==> src/rtl/flow_pkg.sv <==
package flow_pkg;
    localparam int PC_W = 6;
    localparam int LW   = 8;

    typedef enum logic [3:0] {
        OP_NOP   = 4'd0,
        OP_END   = 4'd1,
        OP_JMPC  = 4'd2,
        OP_JMPU  = 4'd3,
        OP_CALL  = 4'd4,
        OP_CALLC = 4'd5,
        OP_CALLU = 4'd6,
        OP_IFU   = 4'd7,
        OP_IFC   = 4'd8,
        OP_LOOP  = 4'd9
    } op_e;

    typedef enum logic [1:0] {
        CMB_OR  = 2'd0,
        CMB_AND = 2'd1,
        CMB_X   = 2'd2,
        CMB_Y   = 2'd3
    } cmb_e;

    typedef struct packed {
        logic [PC_W-1:0] stop_a;
        logic [PC_W-1:0] back_a;
        logic [PC_W-1:0] top_a;
        logic [LW-1:0]   reps;
        logic [LW-1:0]   step;
    } frame_t;

    typedef struct packed {
        logic [PC_W-1:0] pc;
        logic            busy;
        logic            done;
        logic            ovf;
        logic [LW-1:0]   al;
    } run_t;
endpackage

==> src/rtl/fs_cond.sv <==
module fs_cond
    import flow_pkg::*;
#(
    parameter int BOOL_N = 16,
    localparam int BS_W = (BOOL_N > 1) ? $clog2(BOOL_N) : 1
) (
    input  logic              use_bool_i,
    input  logic [BOOL_N-1:0] bool_i,
    input  logic [BS_W-1:0]   bsel_i,
    input  logic              ref_x_i,
    input  logic              ref_y_i,
    input  logic [1:0]        cmb_i,
    input  logic [1:0]        flags_i,
    output logic              take_o
);
    logic match_x, match_y, flag_take;

    always_comb begin
        match_x = (ref_x_i == flags_i[0]);
        match_y = (ref_y_i == flags_i[1]);
        case (cmb_e'(cmb_i))
            CMB_OR:  flag_take = match_x | match_y;
            CMB_AND: flag_take = match_x & match_y;
            CMB_X:   flag_take = match_x;
            default: flag_take = match_y;
        endcase
        take_o = use_bool_i ? bool_i[bsel_i] : flag_take;
    end
endmodule

==> src/rtl/fs_stack.sv <==
module fs_stack
    import flow_pkg::*;
#(
    parameter int DEPTH = 4,
    localparam int IDX_W = (DEPTH > 1) ? $clog2(DEPTH) : 1,
    localparam int CNT_W = $clog2(DEPTH + 1)
) (
    input  logic   clk,
    input  logic   rst_n,
    input  logic   clr_i,
    input  logic   push_i,
    input  frame_t push_f_i,
    input  logic   pop_i,
    input  logic   dec_i,
    output frame_t top_o,
    output logic   empty_o,
    output logic   full_o
);
    frame_t mem_q [DEPTH];
    frame_t mem_d [DEPTH];
    logic [CNT_W-1:0] cnt_q, cnt_d;
    logic [IDX_W-1:0] wr_idx, top_idx;
    logic [CNT_W-1:0] top_cnt;

    always_comb begin
        top_cnt = cnt_q - 1'b1;
        wr_idx  = cnt_q[IDX_W-1:0];
        top_idx = top_cnt[IDX_W-1:0];
        empty_o = (cnt_q == '0);
        full_o  = (cnt_q == CNT_W'(DEPTH));
        top_o   = mem_q[top_idx];
    end

    always_comb begin
        mem_d = mem_q;
        cnt_d = cnt_q;
        if (clr_i) begin
            cnt_d = '0;
        end else if (push_i && !full_o) begin
            mem_d[wr_idx] = push_f_i;
            cnt_d = cnt_q + 1'b1;
        end else if (pop_i && !empty_o) begin
            cnt_d = top_cnt;
        end else if (dec_i && !empty_o) begin
            mem_d[top_idx].reps = mem_q[top_idx].reps - 1'b1;
        end
    end

    always_ff @(posedge clk or negedge rst_n) begin
        if (!rst_n) begin
            cnt_q <= '0;
            for (int i = 0; i < DEPTH; i++) mem_q[i] <= '0;
        end else begin
            cnt_q <= cnt_d;
            mem_q <= mem_d;
        end
    end
endmodule

==> src/rtl/flow_seq.sv <==
module flow_seq
    import flow_pkg::*;
#(
    parameter int DEPTH  = 4,
    parameter int BOOL_N = 16,
    localparam int BS_W = (BOOL_N > 1) ? $clog2(BOOL_N) : 1
) (
    input  logic              clk,
    input  logic              rst_n,
    input  logic              start_i,
    input  logic [PC_W-1:0]   entry_i,
    input  logic [3:0]        op_i,
    input  logic [PC_W-1:0]   dst_i,
    input  logic [PC_W-1:0]   cnt_i,
    input  logic              ref_x_i,
    input  logic              ref_y_i,
    input  logic [1:0]        cmb_i,
    input  logic [1:0]        flags_i,
    input  logic [BS_W-1:0]   bsel_i,
    input  logic [BOOL_N-1:0] bool_i,
    input  logic [LW-1:0]     rep_i,
    input  logic [LW-1:0]     base_i,
    input  logic [LW-1:0]     step_i,
    output logic [PC_W-1:0]   pc_o,
    output logic              exec_o,
    output logic              busy_o,
    output logic              done_o,
    output logic              ovf_o,
    output logic [LW-1:0]     al_o
);
    run_t   st_q, st_d;
    frame_t s_top, push_f;
    logic   s_empty, s_full;
    logic   s_push, s_pop, s_dec, s_clr;
    logic   use_bool, take, hit, want;
    logic [PC_W-1:0] pc_inc, dst_end, dst_nxt;
    op_e    op;

    assign op       = op_e'(op_i);
    assign use_bool = (op == OP_JMPU) || (op == OP_CALLU) || (op == OP_IFU);

    fs_cond #(.BOOL_N(BOOL_N)) u_cond (
        .use_bool_i(use_bool),
        .bool_i    (bool_i),
        .bsel_i    (bsel_i),
        .ref_x_i   (ref_x_i),
        .ref_y_i   (ref_y_i),
        .cmb_i     (cmb_i),
        .flags_i   (flags_i),
        .take_o    (take)
    );

    fs_stack #(.DEPTH(DEPTH)) u_stack (
        .clk     (clk),
        .rst_n   (rst_n),
        .clr_i   (s_clr),
        .push_i  (s_push),
        .push_f_i(push_f),
        .pop_i   (s_pop),
        .dec_i   (s_dec),
        .top_o   (s_top),
        .empty_o (s_empty),
        .full_o  (s_full)
    );

    always_comb begin
        st_d    = st_q;
        s_push  = 1'b0;
        s_pop   = 1'b0;
        s_dec   = 1'b0;
        s_clr   = 1'b0;
        want    = 1'b0;
        push_f  = '0;
        pc_inc  = st_q.pc + 1'b1;
        dst_end = dst_i + cnt_i;
        dst_nxt = dst_i + 1'b1;
        hit     = st_q.busy && !s_empty && (st_q.pc == s_top.stop_a);

        if (start_i) begin
            st_d.pc   = entry_i;
            st_d.busy = 1'b1;
            st_d.done = 1'b0;
            st_d.ovf  = 1'b0;
            st_d.al   = '0;
            s_clr     = 1'b1;
        end else if (hit) begin
            st_d.al = st_q.al + s_top.step;
            if (s_top.reps == '0) begin
                s_pop   = 1'b1;
                st_d.pc = s_top.back_a;
            end else begin
                s_dec   = 1'b1;
                st_d.pc = s_top.top_a;
            end
        end else if (st_q.busy) begin
            st_d.pc = pc_inc;
            case (op)
                OP_END: begin
                    st_d.busy = 1'b0;
                    st_d.done = 1'b1;
                    st_d.pc   = st_q.pc;
                end
                OP_JMPC, OP_JMPU: begin
                    if (take) st_d.pc = dst_i;
                end
                OP_CALL, OP_CALLC, OP_CALLU: begin
                    if (op == OP_CALL || take) begin
                        want    = 1'b1;
                        push_f  = '{stop_a: dst_end, back_a: pc_inc, top_a: dst_i,
                                    reps: '0, step: '0};
                        st_d.pc = dst_i;
                    end
                end
                OP_IFU, OP_IFC: begin
                    want = 1'b1;
                    if (take) begin
                        push_f = '{stop_a: dst_i, back_a: dst_end, top_a: pc_inc,
                                   reps: '0, step: '0};
                    end else begin
                        push_f  = '{stop_a: dst_end, back_a: dst_end, top_a: dst_i,
                                    reps: '0, step: '0};
                        st_d.pc = dst_i;
                    end
                end
                OP_LOOP: begin
                    want    = 1'b1;
                    push_f  = '{stop_a: dst_nxt, back_a: dst_nxt, top_a: pc_inc,
                                reps: rep_i, step: step_i};
                    st_d.al = base_i;
                end
                default: ;
            endcase
            if (want) begin
                if (s_full) begin
                    st_d.ovf = 1'b1;
                    st_d.pc  = pc_inc;
                    st_d.al  = st_q.al;
                end else begin
                    s_push = 1'b1;
                end
            end
        end
    end

    always_ff @(posedge clk or negedge rst_n) begin
        if (!rst_n) st_q <= '0;
        else        st_q <= st_d;
    end

    assign pc_o   = st_q.pc;
    assign busy_o = st_q.busy;
    assign done_o = st_q.done;
    assign ovf_o  = st_q.ovf;
    assign al_o   = st_q.al;
    assign exec_o = st_q.busy && !hit;
endmodule

==> config.mk <==
export PLATFORM = sky130hd
export DESIGN_NAME = flow_seq
export DESIGN_NICKNAME = d
export VERILOG_FILES = /design/src/rtl/flow_pkg.sv /design/src/rtl/fs_cond.sv /design/src/rtl/fs_stack.sv /design/src/rtl/flow_seq.sv
export SDC_FILE = /design/constraint.sdc
export NUM_CORES = 1
export LEC_CHECK = 0
export BUFFER_PORTS_ARGS = -buffer_cell sky130_fd_sc_hd__buf_4
export CAP_MARGIN = 20
export CORE_AREA = 2 2 144 146
export CTS_CLUSTER_SIZE = 40
export DETAILED_ROUTE_END_ITERATION = 7
export DIE_AREA = 0 0 146 148
export GPL_TIMING_DRIVEN = 0
export PLACE_DENSITY = 0.66
export SLEW_MARGIN = 15
export SYNTH_ARGS = -nofsm -noshare
export SYNTH_HDL_FRONTEND = slang
export SYNTH_SLANG_ARGS = --single-unit
==> constraint.sdc <==
create_clock -name clk -period 7.5 [get_ports clk]
set_input_delay 0.75 -clock clk [delete_from_list [all_inputs] [get_ports clk]]
set_output_delay 0.75 -clock clk [all_outputs]
set_load 0.03 [all_outputs]
==> flow_summary.yaml, run 1 <==
drt:
  avgViaCountPerCell: 6.045
  num_vias: 7931
  drtIter0Drc: 778
  drc_errors: 0
  ant_nets: 0
  wl_mm: 27.52
  drt_pre_antenna_iters: 5
  wl_per_cell_um: 20.97
logic_synthesis:
  synth-edff-count: 0
  synth_area_mm2: 0.009239
  synthDistinctLibCells: 77
  ys_seq_area_frac: 0.4225
  synth_nets: 1020
  synthSimpleGateAreaFrac: 0.1394
  synth-main-ff-cell: "dfrtp_1"
  synthXorXnorAreaFrac: 0.03508
  synth-compound-area-share: 0.1851
  synth_area_leaders: "dfrtp_1 42%, mux4_2 8.0%, nand2_1 6.4%, o21ai_0 6.1%, mux2_2 5.0%"
  synth_top_family_by_area: "compound AO/OA/AOI/OAI gates"
  synthArstFlopShare: 1.000
  yosys.area_share.adder: 0.03548
  synthMuxAreaShare: 0.1488
  synth.top_cell.area_share: 0.4225
  syn_inst: 920
  yosys.area.top_type: "dfrtp_1"
  avgSynthCellArea_um2: 10.04
  yosysMostFrequentCell: "nand2_1"
  yosys_warnings: 0
  ys_ff_latch: 156
  synth_common_cells: "157 x nand2_1, 156 x dfrtp_1, 112 x o21ai_0"
flow_run:
  maxCapViolCount: 0
clock_network:
  cts_tree: "yes"
  numCtsBuffers: 17
  cts_hold_buf: 0
  cts_buffer_depth: 2
  cts-root-buf: "clkbuf_16"
  cts.reportedPaths.clkPinSlew_ns: 0.06
  clkLatencyLatePin_ns: 0.45
  h-tree-depth: 4
  post-cts-setup-buffer-count: 0
  clkSinkCount: 156
  ctsResizeCount: 0
finish:
  drive_gt1_frac: 0.2351
  antenna_cells: 0
  final_nets: 1129
  post-route-util: 0.5431
  syn_to_final_growth_pct: 17.81
floorplan:
  core_mm2: 0.02004
  rows: 52
  die_area_mm2: 0.02161
  io_pins: 93
  die_x_um: 146
  start_util: 0.4610
  die_h_um: 148
pwr:
  power.total_w: 0.002314
  power_leakage_nw: 4.724
  powerDensity_mw_per_mm2: 212.6
  irDropWorstVdd_v: 0.0001508
sta:
  holdWs_ns: 0.2143
  tightest_slew_ns: 0.9201
  setup_tns_ns: 0
  rsz0062_at_grt: "false"
  post-route-min-period_ns: 6.640
  fmax_mhz: 150.6
  setup_ws_ns: 0.8599
  finalClockSkew_ns: 0.009616
  hold_violations: 0
  drv_slew: 0
  post-route-period-util: 0.8853
  slew_headroom: 0.3832
  setup_viol: 0
place:
  gp_congestion: 0.9262
  dp_hpwl_mm: 19.59
  place_ws_ns: 0.8373
  port_buffers: 89
worst_setup_path:
  crit_arrival_ns: 6.97
  crit_chain: "buf_6 > buf_2 > clkbuf_1 > buf_2 > inv_1 > ha_1 > buf_2 > clkbuf_1 > buf_1 > mux4_2 > ha_1 > fa_1 > a21o_1 > a21oi_1 > o21bai_1 > a21oi_1 > xor2_1 > o22ai_1 > a22o_1"
  worst-setup-path-type: "register to register"
  max_stage_delay_ns: 0.70
  cp_max_fo: 10
  cp.required_ns: 7.83
  end_kind: "register"
  start_kind: "register"
  slowest_stage: "clkbuf_1"
  crit_top_cell: "buf_2"
global_routing:
  grtUsageTotal: 0.2642
  gr-total-overflow: 0
  grt_pass1_wl_mm: 43.95
  antenna_found_initial: 0
  grt_pass1_vias: 7813
  grt_max_degree: 104
outcome:
  outcome: "finished clean"
hold_path:
  hold_class: "input port to async pin"
[worst paths after layout]
path	start	endpoint	slack, ns	depth (start not counted)
min	rst_n	u_stack.mem_q[99]$_DFFE_PN0P_	0.21	1
max in group asynchronous	rst_n	al_o[2]$_DFFE_PN0P_	6.41	2
max reg2reg	u_stack.cnt_q[0]$_DFFE_PN0P_	al_o[6]$_DFFE_PN0P_	0.86	19
min reg2reg	u_stack.mem_q[12]$_DFFE_PN0P_	u_stack.mem_q[12]$_DFFE_PN0P_	0.48	2
min in group clk	u_stack.mem_q[12]$_DFFE_PN0P_	u_stack.mem_q[12]$_DFFE_PN0P_	0.48	2
max	u_stack.cnt_q[0]$_DFFE_PN0P_	al_o[6]$_DFFE_PN0P_	0.86	19
[flip-flops by register name, summed over array words and instances (netlist names)]
register / count
al_o: 8
u_stack.cnt_q: 3
u_stack.mem_q: 136
ovf_o: 1
done_o: 1
busy_o: 1
pc_o: 6
[cells in the final DEF, fill, tap and decap left out, types with 23 or more instances in the layout]
cell and instances:
a21oi_1 31, buf_2 23, dfrtp_1 156, ha_1 23
nand2_1 157, mux4_2 33, buf_4 90, o22a_1 24
o21ai_0 112, mux2_2 41, nand3_1 31, clkbuf_1 26
nor2_1 37
[critical path: cells and delay by family, from the launching register on]
| kind | cells | cell delay (ns) |
|---|---|---|
| compound gates | 6 | 1.03 |
| mux | 1 | 0.45 |
| xor+xnor | 1 | 0.18 |
| flops | 1 | 0.46 |
| fa+ha+maj | 3 | 0.95 |
| buf+inv | 8 | 3.44 |
[cell type report]
| cell class | instances | area, um2 |
|---|---|---|
| inverter | 16 | 60.06 |
| sequential | 156 | 3904 |
| buffer | 55 | 250.2 |
| fill | 1868 | 9155 |
| multi-input combinational | 693 | 5030 |
| tap | 270 | 337.8 |
| timing repair buffer | 90 | 703.2 |
| clock buffer | 19 | 442.9 |
| clock inverter | 13 | 156.4 |
[per-layer routing]
metal,global-route usage,share of wire
met2,0.4125,0.48
met5,0,0
met4,0.09854,0.027
met1,0.3668,0.43
met3,0.05432,0.067
[stage by stage]
step | area, um2 | cells
finish | 10880 | 1312
CTS | 10880 | 1312
global placement | 10240 | 1279
detailed placement | 10280 | 1280
global route | 10880 | 1312
floorplan | 9239 | 920
[cell families after synthesis]
group	Yosys count
adders and majority gates	25
buffers and inverters	71
muxes	91
DFF	156
AOI/OAI and AO/OA	258
and+or+nand+nor	282
xor gates and xnor gates	37
[power by group]
group | total (W) | internal [W] | switching (W)
clock network | 0.000892 | 0.000507 | 0.000385
registers | 0.000949 | 0.000906 | 0.0000430
logic | 0.000473 | 0.000192 | 0.000281
(Power assumes the default switching activity.)
==> run 2: changes to the inputs <==
- PLACE_DENSITY: 0.66 -> 0.68
- clock period: 7.5 -> 5.5 ns (I/O delays scaled with it)
==> flow_summary.yaml, run 2 (synthesis gave the netlist of run 1 again) <==
drt:
  drt_pre_antenna_iters: 5
  avgViaCountPerCell: 6.114
  wl_mm: 28.02
  drtIter0Drc: 820
  wl_per_cell_um: 21.37
  drc_errors: 0
  num_vias: 8015
  ant_nets: 0
clock_network:
  cts_tree: "yes"
  cts-root-buf: "clkbuf_16"
  cts.reportedPaths.clkPinSlew_ns: 0.07
  h-tree-depth: 4
  numCtsBuffers: 17
  clkSinkCount: 156
  cts_hold_buf: 0
  cts_buffer_depth: 2
  clkLatencyLatePin_ns: 0.43
finish:
  syn_to_final_growth_pct: 17.86
  mostFrequentLayoutCells: "157 x nand2_1, 156 x dfrtp_1, 112 x o21ai_0"
  final_nets: 1128
  post-route-util: 0.5434
  multiInputGateArea_mm2: 0.005045
  num-fill-cells: 1836
  antenna_cells: 0
  final-seq-area_mm2: 0.003904
  final_cells: 1311
  final_common_cell: "nand2_1"
  drive_gt1_frac: 0.2421
  largest-register: "u_stack.mem_q"
  largest_reg_flops: 136
global_routing:
  met2_usage: 0.4387
  antenna_found_initial: 0
  grt_pass1_vias: 8081
  gr-total-overflow: 0
  top_usage_layer: "met2"
  grt_max_degree: 86
  grtUsageTotal: 0.2652
  use_met1: 0.3426
  grt_pass1_wl_mm: 44.48
  use_met3: 0.05586
sta:
  post-route-min-period_ns: 5.018
  holdWs_ns: 0.1130
  fmax_mhz: 199.3
  setup_viol: 0
  drv_slew: 0
  tightest_slew_ns: 0.9892
  post-route-period-util: 0.9124
  rsz0062_at_grt: "false"
  slew_headroom: 0.3369
  setup_tns_ns: 0
  finalClockSkew_ns: 0.01089
  hold_violations: 0
worst_setup_path:
  crit_chain: "buf_6 > buf_6 > buf_4 > inv_1 > ha_1 > buf_2 > inv_1 > o311ai_0 > or3_4 > nor3_4 > nor3_2 > clkbuf_1 > o21ai_0 > o211ai_1 > a21oi_1"
  max_stage_delay_ns: 0.77
  end_kind: "register"
  start_kind: "register"
  slowest_stage: "nor3_2"
  crit_arrival_ns: 5.33
  cp_max_fo: 19
  worst-setup-path-type: "register to register"
  cp.required_ns: 5.81
floorplan:
  rows: 52
  die_area_mm2: 0.02161
  io_pins: 93
  start_util: 0.4610
  core_mm2: 0.02004
  die_h_um: 148
  die_x_um: 146
pwr:
  irDropWorstVdd_v: 0.0001429
  power.total_w: 0.003097
  power_leakage_nw: 4.734
  powerDensity_mw_per_mm2: 284.4
hold_path:
  hold_class: "input port to async pin"
flow_run:
  maxCapViolCount: 0
place:
  dp.cells: 1280
  gp_congestion: 0.9091
  port_buffers: 89
  dp_hpwl_mm: 19.80
outcome:
  outcome: "finished clean"
-- run 2: cell types whose count changed in the layout (fill, tap and decap cells not counted), sizes merged --
cell	change
clkinv	+2
bufinv	-1
buf	-1
clkbuf	-1
-- run 2: metrics by stage --
step                setup WS [ns]  cell area [um2]
CTS                     0.0006173            10880
floorplan                  0.3617             9239
global placement           -1.149            10240
detailed placement         -1.242            10280
global route               0.1782            10890
finish                     0.4817            10890
-- run 2: area by class of cell --
| class | instances | share of cell area |
|---|---|---|
| plain buffers | 54 | 0.02424 |
| clock buffers | 18 | 0.04033 |
| clock inverters | 14 | 0.01252 |
| inverters | 16 | 0.005515 |
| multi-input cells | 693 | 0.4633 |
| flip-flops and latches | 156 | 0.3585 |
| well taps | 270 | 0.03102 |
| repair buffers | 90 | 0.06458 |
-- run 2: worst paths after layout --
kind                                          startpoint                       endpoint  slack (ns)  cells after the start
min in group clk                              entry_i[1]            pc_o[1]$_DFFE_PN0P_        0.37                      2
setup / recovery            u_stack.cnt_q[0]$_DFFE_PN0P_            pc_o[4]$_DFFE_PN0P_        0.48                     15
setup reg to reg            u_stack.cnt_q[0]$_DFFE_PN0P_            pc_o[4]$_DFFE_PN0P_        0.48                     15
hold reg to reg            u_stack.mem_q[40]$_DFFE_PN0P_  u_stack.mem_q[40]$_DFFE_PN0P_        0.48                      2
hold / removal                                     rst_n  u_stack.mem_q[99]$_DFFE_PN0P_        0.11                      1
max in group asynchronous                          rst_n  u_stack.mem_q[41]$_DFFE_PN0P_        4.58                      2
-- run 2: routing by layer --
metal	vias up	part of all wire
li1	3606	-
met1	4005	0.41
met2	333	0.49
met3	71	0.068
met4	0	0.034
met5	-	0
-- run 2: critical path: cells and delay by family, from the launching register on --
family                     cells  cell delay, ns
buffers and inverters          7            2.06
and+or+nand+nor                3            1.09
AOI/OAI and AO/OA              4            0.95
DFF                            1            0.46
adders and majority gates      1            0.29
-- run 2: power by group --
group	internal, W	switching (W)	total, W
Combinational	0.000265	0.000383	0.000648
Sequential	0.00124	0.0000614	0.00130
Clock	0.000644	0.000507	0.00115
Total	0.00214	0.000952	0.00310
-- run 2: what timing repair did --
action	CTS	global route
setup buffers	0	0
gates resized for setup	8	7
setup endpoints to repair	154	43
endpoints found under the hold margin	0	0
